<file path="src/rtl/scan_mask_pkg.sv">
package scan_mask_pkg;

    typedef enum logic {
        ST_LOAD = 1'b0,
        ST_RUN  = 1'b1
    } mask_state_e;

    typedef struct packed {
        logic        load_en;
        logic        step;
    } seq_ctl_t;

    function automatic int unsigned beat_count(input int unsigned chains,
                                               input int unsigned tch);
        return chains / tch;
    endfunction

    function automatic int unsigned idx_width(input int unsigned n);
        return (n > 1) ? $clog2(n) : 1;
    endfunction

endpackage

</file>
<file path="src/rtl/mask_beat_loader.sv">
module mask_beat_loader
    import scan_mask_pkg::*;
#(
    parameter int unsigned CHAINS = 16,
    parameter int unsigned TCH    = 4
) (
    input  logic              clk,
    input  logic              rst,
    input  logic              load_en,
    input  logic [TCH-1:0]    tdata,
    output logic [CHAINS-1:0] assembled,
    output logic              last_beat
);
    localparam int unsigned BEATS = beat_count(CHAINS, TCH);
    localparam int unsigned BW    = idx_width(BEATS);

    logic [BW-1:0]     beat;
    logic [CHAINS-1:0] shadow;

    for (genvar k = 0; k < BEATS; k++) begin : g_slot
        assign assembled[k*TCH +: TCH] =
            (load_en && beat == BW'(k)) ? tdata : shadow[k*TCH +: TCH];
    end

    assign last_beat = load_en && (beat == BW'(BEATS - 1));

    always_ff @(posedge clk) begin
        if (rst) begin
            beat   <= '0;
            shadow <= '0;
        end else if (load_en) begin
            shadow <= assembled;
            beat   <= last_beat ? '0 : beat + 1'b1;
        end
    end
endmodule

</file>
<file path="src/rtl/interval_tracker.sv">
module interval_tracker #(
    parameter int unsigned CNT_W = 8
) (
    input  logic             clk,
    input  logic             rst,
    input  logic [CNT_W-1:0] interval_len,
    input  logic             reload,
    input  logic             step,
    output logic             expire
);
    logic [CNT_W-1:0] preset;
    logic [CNT_W-1:0] remain;

    assign expire = step && (remain == CNT_W'(1));

    always_ff @(posedge clk) begin
        if (rst) begin
            preset <= (interval_len == '0) ? CNT_W'(1) : interval_len;
            remain <= '0;
        end else if (reload) begin
            remain <= preset;
        end else if (step && remain != '0) begin
            remain <= remain - 1'b1;
        end
    end
endmodule

</file>
<file path="src/rtl/mask_gate_array.sv">
module mask_gate_array #(
    parameter int unsigned CHAINS = 16
) (
    input  logic [CHAINS-1:0] mask,
    input  logic              ctl,
    input  logic [CHAINS-1:0] din,
    output logic [CHAINS-1:0] dout
);
    for (genvar i = 0; i < CHAINS; i++) begin : g_chain
        logic hit;
        assign hit     = mask[i] & ctl;
        assign dout[i] = din[i] | hit;
    end
endmodule

</file>
<file path="src/rtl/scan_mask_unit.sv">
module scan_mask_unit
    import scan_mask_pkg::*;
#(
    parameter int unsigned CHAINS = 16,
    parameter int unsigned TCH    = 4,
    parameter int unsigned CNT_W  = 8
) (
    input  logic              clk,
    input  logic              rst,
    input  logic [CNT_W-1:0]  interval_len,
    input  logic [TCH-1:0]    tester_data,
    input  logic              shift_en,
    input  logic              mask_ctl,
    input  logic [CHAINS-1:0] slice_in,
    output logic [CHAINS-1:0] slice_out,
    output logic              ready
);
    mask_state_e       state;
    seq_ctl_t          seq;
    logic [CHAINS-1:0] active_mask;
    logic [CHAINS-1:0] assembled;
    logic              last_beat;
    logic              expire;

    assign ready       = (state == ST_RUN);
    assign seq.load_en = (state == ST_LOAD);
    assign seq.step    = ready && shift_en;

    mask_beat_loader #(.CHAINS(CHAINS), .TCH(TCH)) u_loader (
        .clk       (clk),
        .rst       (rst),
        .load_en   (seq.load_en),
        .tdata     (tester_data),
        .assembled (assembled),
        .last_beat (last_beat)
    );

    interval_tracker #(.CNT_W(CNT_W)) u_interval (
        .clk          (clk),
        .rst          (rst),
        .interval_len (interval_len),
        .reload       (last_beat),
        .step         (seq.step),
        .expire       (expire)
    );

    mask_gate_array #(.CHAINS(CHAINS)) u_gates (
        .mask (active_mask),
        .ctl  (mask_ctl),
        .din  (slice_in),
        .dout (slice_out)
    );

    always_ff @(posedge clk) begin
        if (rst) begin
            state       <= ST_LOAD;
            active_mask <= '0;
        end else begin
            case (state)
                ST_LOAD: if (last_beat) begin
                    active_mask <= assembled;
                    state       <= ST_RUN;
                end
                ST_RUN: if (expire) begin
                    state <= ST_LOAD;
                end
                default: state <= ST_LOAD;
            endcase
        end
    end
endmodule

</file>
<file path="config.mk">
export PLATFORM = sky130hd
export DESIGN_NAME = scan_mask_unit
export DESIGN_NICKNAME = d
export VERILOG_FILES = /design/src/rtl/scan_mask_pkg.sv /design/src/rtl/mask_beat_loader.sv /design/src/rtl/interval_tracker.sv /design/src/rtl/mask_gate_array.sv /design/src/rtl/scan_mask_unit.sv
export SDC_FILE = /design/constraint.sdc
export NUM_CORES = 1
export LEC_CHECK = 0
export ABC_CLOCK_PERIOD_IN_PS = 2200
export BUFFER_PORTS_ARGS = -buffer_cell sky130_fd_sc_hd__buf_2
export CAP_MARGIN = 20
export CORE_MARGIN = 3
export CORE_UTILIZATION = 35
export CTS_CLUSTER_DIAMETER = 50
export DETAILED_ROUTE_END_ITERATION = 7
export PLACE_DENSITY = 0.62
export SYNTH_ARGS = -nofsm -noshare
export SYNTH_HDL_FRONTEND = slang
export SYNTH_SLANG_ARGS = --single-unit
</file>
<file path="constraint.sdc">
create_clock -name clk -period 2.2 [get_ports clk]
set_clock_uncertainty 0.2 [all_clocks]
set_input_delay 0.11 -clock clk [delete_from_list [all_inputs] [get_ports clk]]
set_output_delay 0.11 -clock clk [all_outputs]
set_load 0.01 [all_outputs]
</file>
==> impl_metrics.toml <==
[status]
status = "finished, final reports clean"

[finish]
antenna-diode-count = 0
post_layout_nonfiller_instances = 340
final.fill_count = 545
final_area_um2 = 2566
drive_above_1_share_pct = 23.51
syn2layout_area_growth_pct = 22.52
finalNetCount = 306
final-seq-area_um2 = 1021
multi_input_gate_area_um2 = 950.9

[detailed_routing]
drcViolationCount = 0
detailroute.via_count = 1688
drt_pass1_iterations = 6
route.detailed.vias_per_inst = 4.965
drt.antenna.violating_nets = 0
detailedRoute.firstIterationViolations = 90
route.detailed.wl_per_inst_um = 13.10
routed_wl_um = 4453

[synth]
number_of_register_bits_inferred_by_synthesis = 47
post_synth.cell_area_avg_um2 = 9.435
ys.warnings.count = 0
synth_area_leaders = "sky130_fd_sc_hd__dfxtp_1 37%, sky130_fd_sc_hd__edfxtp_1 11%, sky130_fd_sc_hd__nor2_1 6.5%, sky130_fd_sc_hd__mux2i_1 6.2%, sky130_fd_sc_hd__a21o_1 6.1%"
synth.distinct_cells = 36
post-synth-top-area-fraction_pct = 37.28
synthesis.instances = 222
post_synth_instance_area_um2 = 2095
synth_flop_cell = "sky130_fd_sc_hd__dfxtp_1"
async_reset_ff_share_pct = 0
netlist.top_cell.by_area = "sky130_fd_sc_hd__dfxtp_1"
synth_sequential_area_ratio_pct = 48.75
number_of_nets_in_the_synthesized_netlist = 260
synth-edff-count = 8

[power]
power.clock.fraction_pct = 23.6
power_dens_cells_nw_per_um2 = 830.4
internal_power_uw = 1466
cellLeakagePower_uw = 0.001081
worst_ir_drop_on_vdd_mv = 0.3546
p_switching_uw = 665.2
combinational_share_of_power_pct = 26.0
switching_share_pct = 31.22
pwr-share-seq_pct = 50.5

[timing]
fin_tns_setup_ns = 0
slew_violations = 0
final_period_minus_worst_setup_slack_ns = 1.887
setup_violations = 0
hold_violations = 0
max_clock_freq_mhz = 529.9
grt_setup_unrepaired = "false"
measured_slew_at_the_worst_slew_check_pin_ns = 0.5002
hold-worst-slack_ns = 0.006981
fin_crit_sh_pct = 85.78
worst_slew_margin_relative_to_its_limit_pct = 66.58

[placement]
dpl.hpwl_um = 3022
placement.io_buffers = 48
total_placed_instance_area_um2 = 2364
gp_congestion = 0.8417
place_inst = 321

[critical_path]
timing.critical_path.to = "active_mask[1]$_SDFFE_PP0P_"
timing.reg2reg.worst_path_depth = 5
worstPathMaxFanout = 28
timing.critical_path.to_type = "register"
path_class = "register to register"
critPathLaunchType = "register"
critPathLaunch = "u_loader.beat[0]$_SDFFE_PP0N_"
worst_endpoint_data_arrival_time_ns = 1.90
regToRegEndpoint = "active_mask[1]$_SDFFE_PP0P_"
regToRegStartpoint = "u_loader.beat[0]$_SDFFE_PP0N_"
critical_path_data_required_time_ns = 2.22
setup_slack_of_the_worst_register_to_register_path_ns = 0.31

[cts]
clockRootBuffer = "sky130_fd_sc_hd__clkbuf_8"
clkTransAtPathRegs_ns = 0.09
cts.sink_count = 47
cts_inserted_buffers = 5
clkLatencyLatePin_ns = 0.30
cts-root-to-sink-buffers = 2
cts_resized = 0
tritoncts_clock_tree = "done"
clock_tree.htree_level_count = 2

[floorplanning]
io_pins = 49
core_area_um2 = 5642
die_h_um = 83.36
starting_utilization_of_the_core_area_pct = 37.13
row_count = 27
design.die.area_um2 = 6949
die_width_um = 83.36

[global_routing]
use_met3_pct = 2.778
antenna_found_initial = 0
globalRoute.busiestLayer = "met2"
first_global_vias = 1577
grt_util_met1_pct = 17.54
global_route.overflow_total = 0
grt.met2_usage_pct = 20.63
largest_net_degree_at_the_start_of_global_routing = 32
first_pass_grt_wire_length_um = 7431
grt.total_usage_pct = 13.06

[flow_run]
max_cap_viol_count = 0

[hold_path]
hp-class = "primary input to register"
hold_path.startpoint = "rst"
-- state kept, by name, indices dropped and copies added, names as in the netlist --
signal / cells
u_loader.beat: 2
u_interval.remain: 8
u_interval.preset: 8
ready: 1
active_mask: 16
u_loader.shadow: 12
-- routing by layer --
metal / vias up / share of wire (%)
li1: 868 / -
met1: 783 / 48
met2: 32 / 47
met3: 5 / 3.3
met4: 0 / 1.5
met5: - / 0
-- worst max-delay path, stage by stage, from the launching register on --
cell and delay, ns:
sky130_fd_sc_hd__dfxtp_1 0.41, sky130_fd_sc_hd__ha_1 0.25, sky130_fd_sc_hd__nor2b_2 0.45, sky130_fd_sc_hd__buf_12 0.23, sky130_fd_sc_hd__nor2_1 0.05, sky130_fd_sc_hd__a211oi_1 0.21
-- how the worst min path moves through the flow --
| stage | endpoint | cells after the start |
|---|---|---|
| 2_1_floorplan | u_interval.preset[0]$_SDFFCE_PN1P_ | 0 |
| 3_3_place_gp | u_interval.preset[2]$_SDFFCE_PN0P_ | 1 |
| 3_5_place_dp | u_interval.preset[6]$_SDFFCE_PN0P_ | 1 |
| 4_1_cts | u_interval.remain[6]$_SDFFE_PP0P_ | 2 |
| 5_1_grt | u_interval.remain[6]$_SDFFE_PP0P_ | 2 |
| 6_report | u_interval.remain[6]$_SDFFE_PP0P_ | 2 |
-- cells by family (layout without fill, tap and decap cells) --
logic type | Yosys count | count (layout) | share of synthesized area (%)
DFF | 47 | 47 | 48.75
buffers and inverters | 31 | 77 | 5.974
adders and majority gates | 6 | 6 | 3.584
AOI/OAI and AO/OA | 53 | 53 | 18.64
and+or+nand+nor | 71 | 71 | 16.43
xor gates and xnor gates | 1 | 1 | 0.4182
muxes | 13 | 13 | 6.212
-- stage by stage --
| stage | util, % | total power [uW] | setup slack (ns) |
|---|---|---|---|
| 2_1_floorplan | - | 1490 | 0.5494 |
| 3_3_place_gp | 41.89 | 1620 | 0.3629 |
| 3_5_place_dp | 41.89 | 1630 | 0.3246 |
| 4_1_cts | 45.49 | 2149 | 0.2939 |
| 5_1_grt | 45.49 | 2265 | 0.1295 |
| 6_report | 45.49 | 2131 | 0.3129 |
-- repair_timing --
item                       CTS  global route
hold endpoints to repair    24             0
setup buffers                0             0
hold buffers                12             0
setup endpoints to repair    0             0
-- synthesized netlist by cell type (2+ instances only) --
master                     count
sky130_fd_sc_hd__dfxtp_1      39
sky130_fd_sc_hd__nor2_1       36
sky130_fd_sc_hd__clkbuf_1     19
sky130_fd_sc_hd__a21o_1       17
sky130_fd_sc_hd__a211oi_1     15
sky130_fd_sc_hd__mux2i_1      13
sky130_fd_sc_hd__nand2_1      12
sky130_fd_sc_hd__a21oi_1       8
sky130_fd_sc_hd__edfxtp_1      8
sky130_fd_sc_hd__inv_1         7
sky130_fd_sc_hd__ha_1          6
sky130_fd_sc_hd__nor3_1        5
sky130_fd_sc_hd__buf_2         4
sky130_fd_sc_hd__nor2b_1       4
sky130_fd_sc_hd__a311oi_1      3
sky130_fd_sc_hd__nand3_1       3
sky130_fd_sc_hd__a31oi_1       2
sky130_fd_sc_hd__nand4_1       2
sky130_fd_sc_hd__or4_1         2
-- placed cells by master, fill, tap and decap left out, types with 5 or more instances in the layout --
cell type,instances
sky130_fd_sc_hd__a211oi_1,15
sky130_fd_sc_hd__a21o_1,17
sky130_fd_sc_hd__a21oi_1,8
sky130_fd_sc_hd__buf_2,48
sky130_fd_sc_hd__clkbuf_8,5
sky130_fd_sc_hd__dfxtp_1,39
sky130_fd_sc_hd__dlygate4sd3_1,12
sky130_fd_sc_hd__edfxtp_1,8
sky130_fd_sc_hd__ha_1,6
sky130_fd_sc_hd__inv_1,7
sky130_fd_sc_hd__mux2i_1,13
sky130_fd_sc_hd__nand2_1,12
sky130_fd_sc_hd__nor2_1,36
sky130_fd_sc_hd__nor3_1,5
-- layout make-up --
type	instances	area share (%)
repair buffers	63	15.41
clock inverters	2	0.5363
multi-input cells	144	37.06
clock buffers	5	2.682
well taps	72	3.510
inverters	7	1.024
flip-flops and latches	47	39.79
-- power by group through the flow --
stage,clock network (uW),registers (uW),logic [uW]
final,502,1080,553
after global routing,550,1090,622
after CTS,517,1070,557
after detailed placement,0,1090,535
after global placement,0,1090,529
after floorplan,0,1070,422
Power figures use the tool's default switching activity.
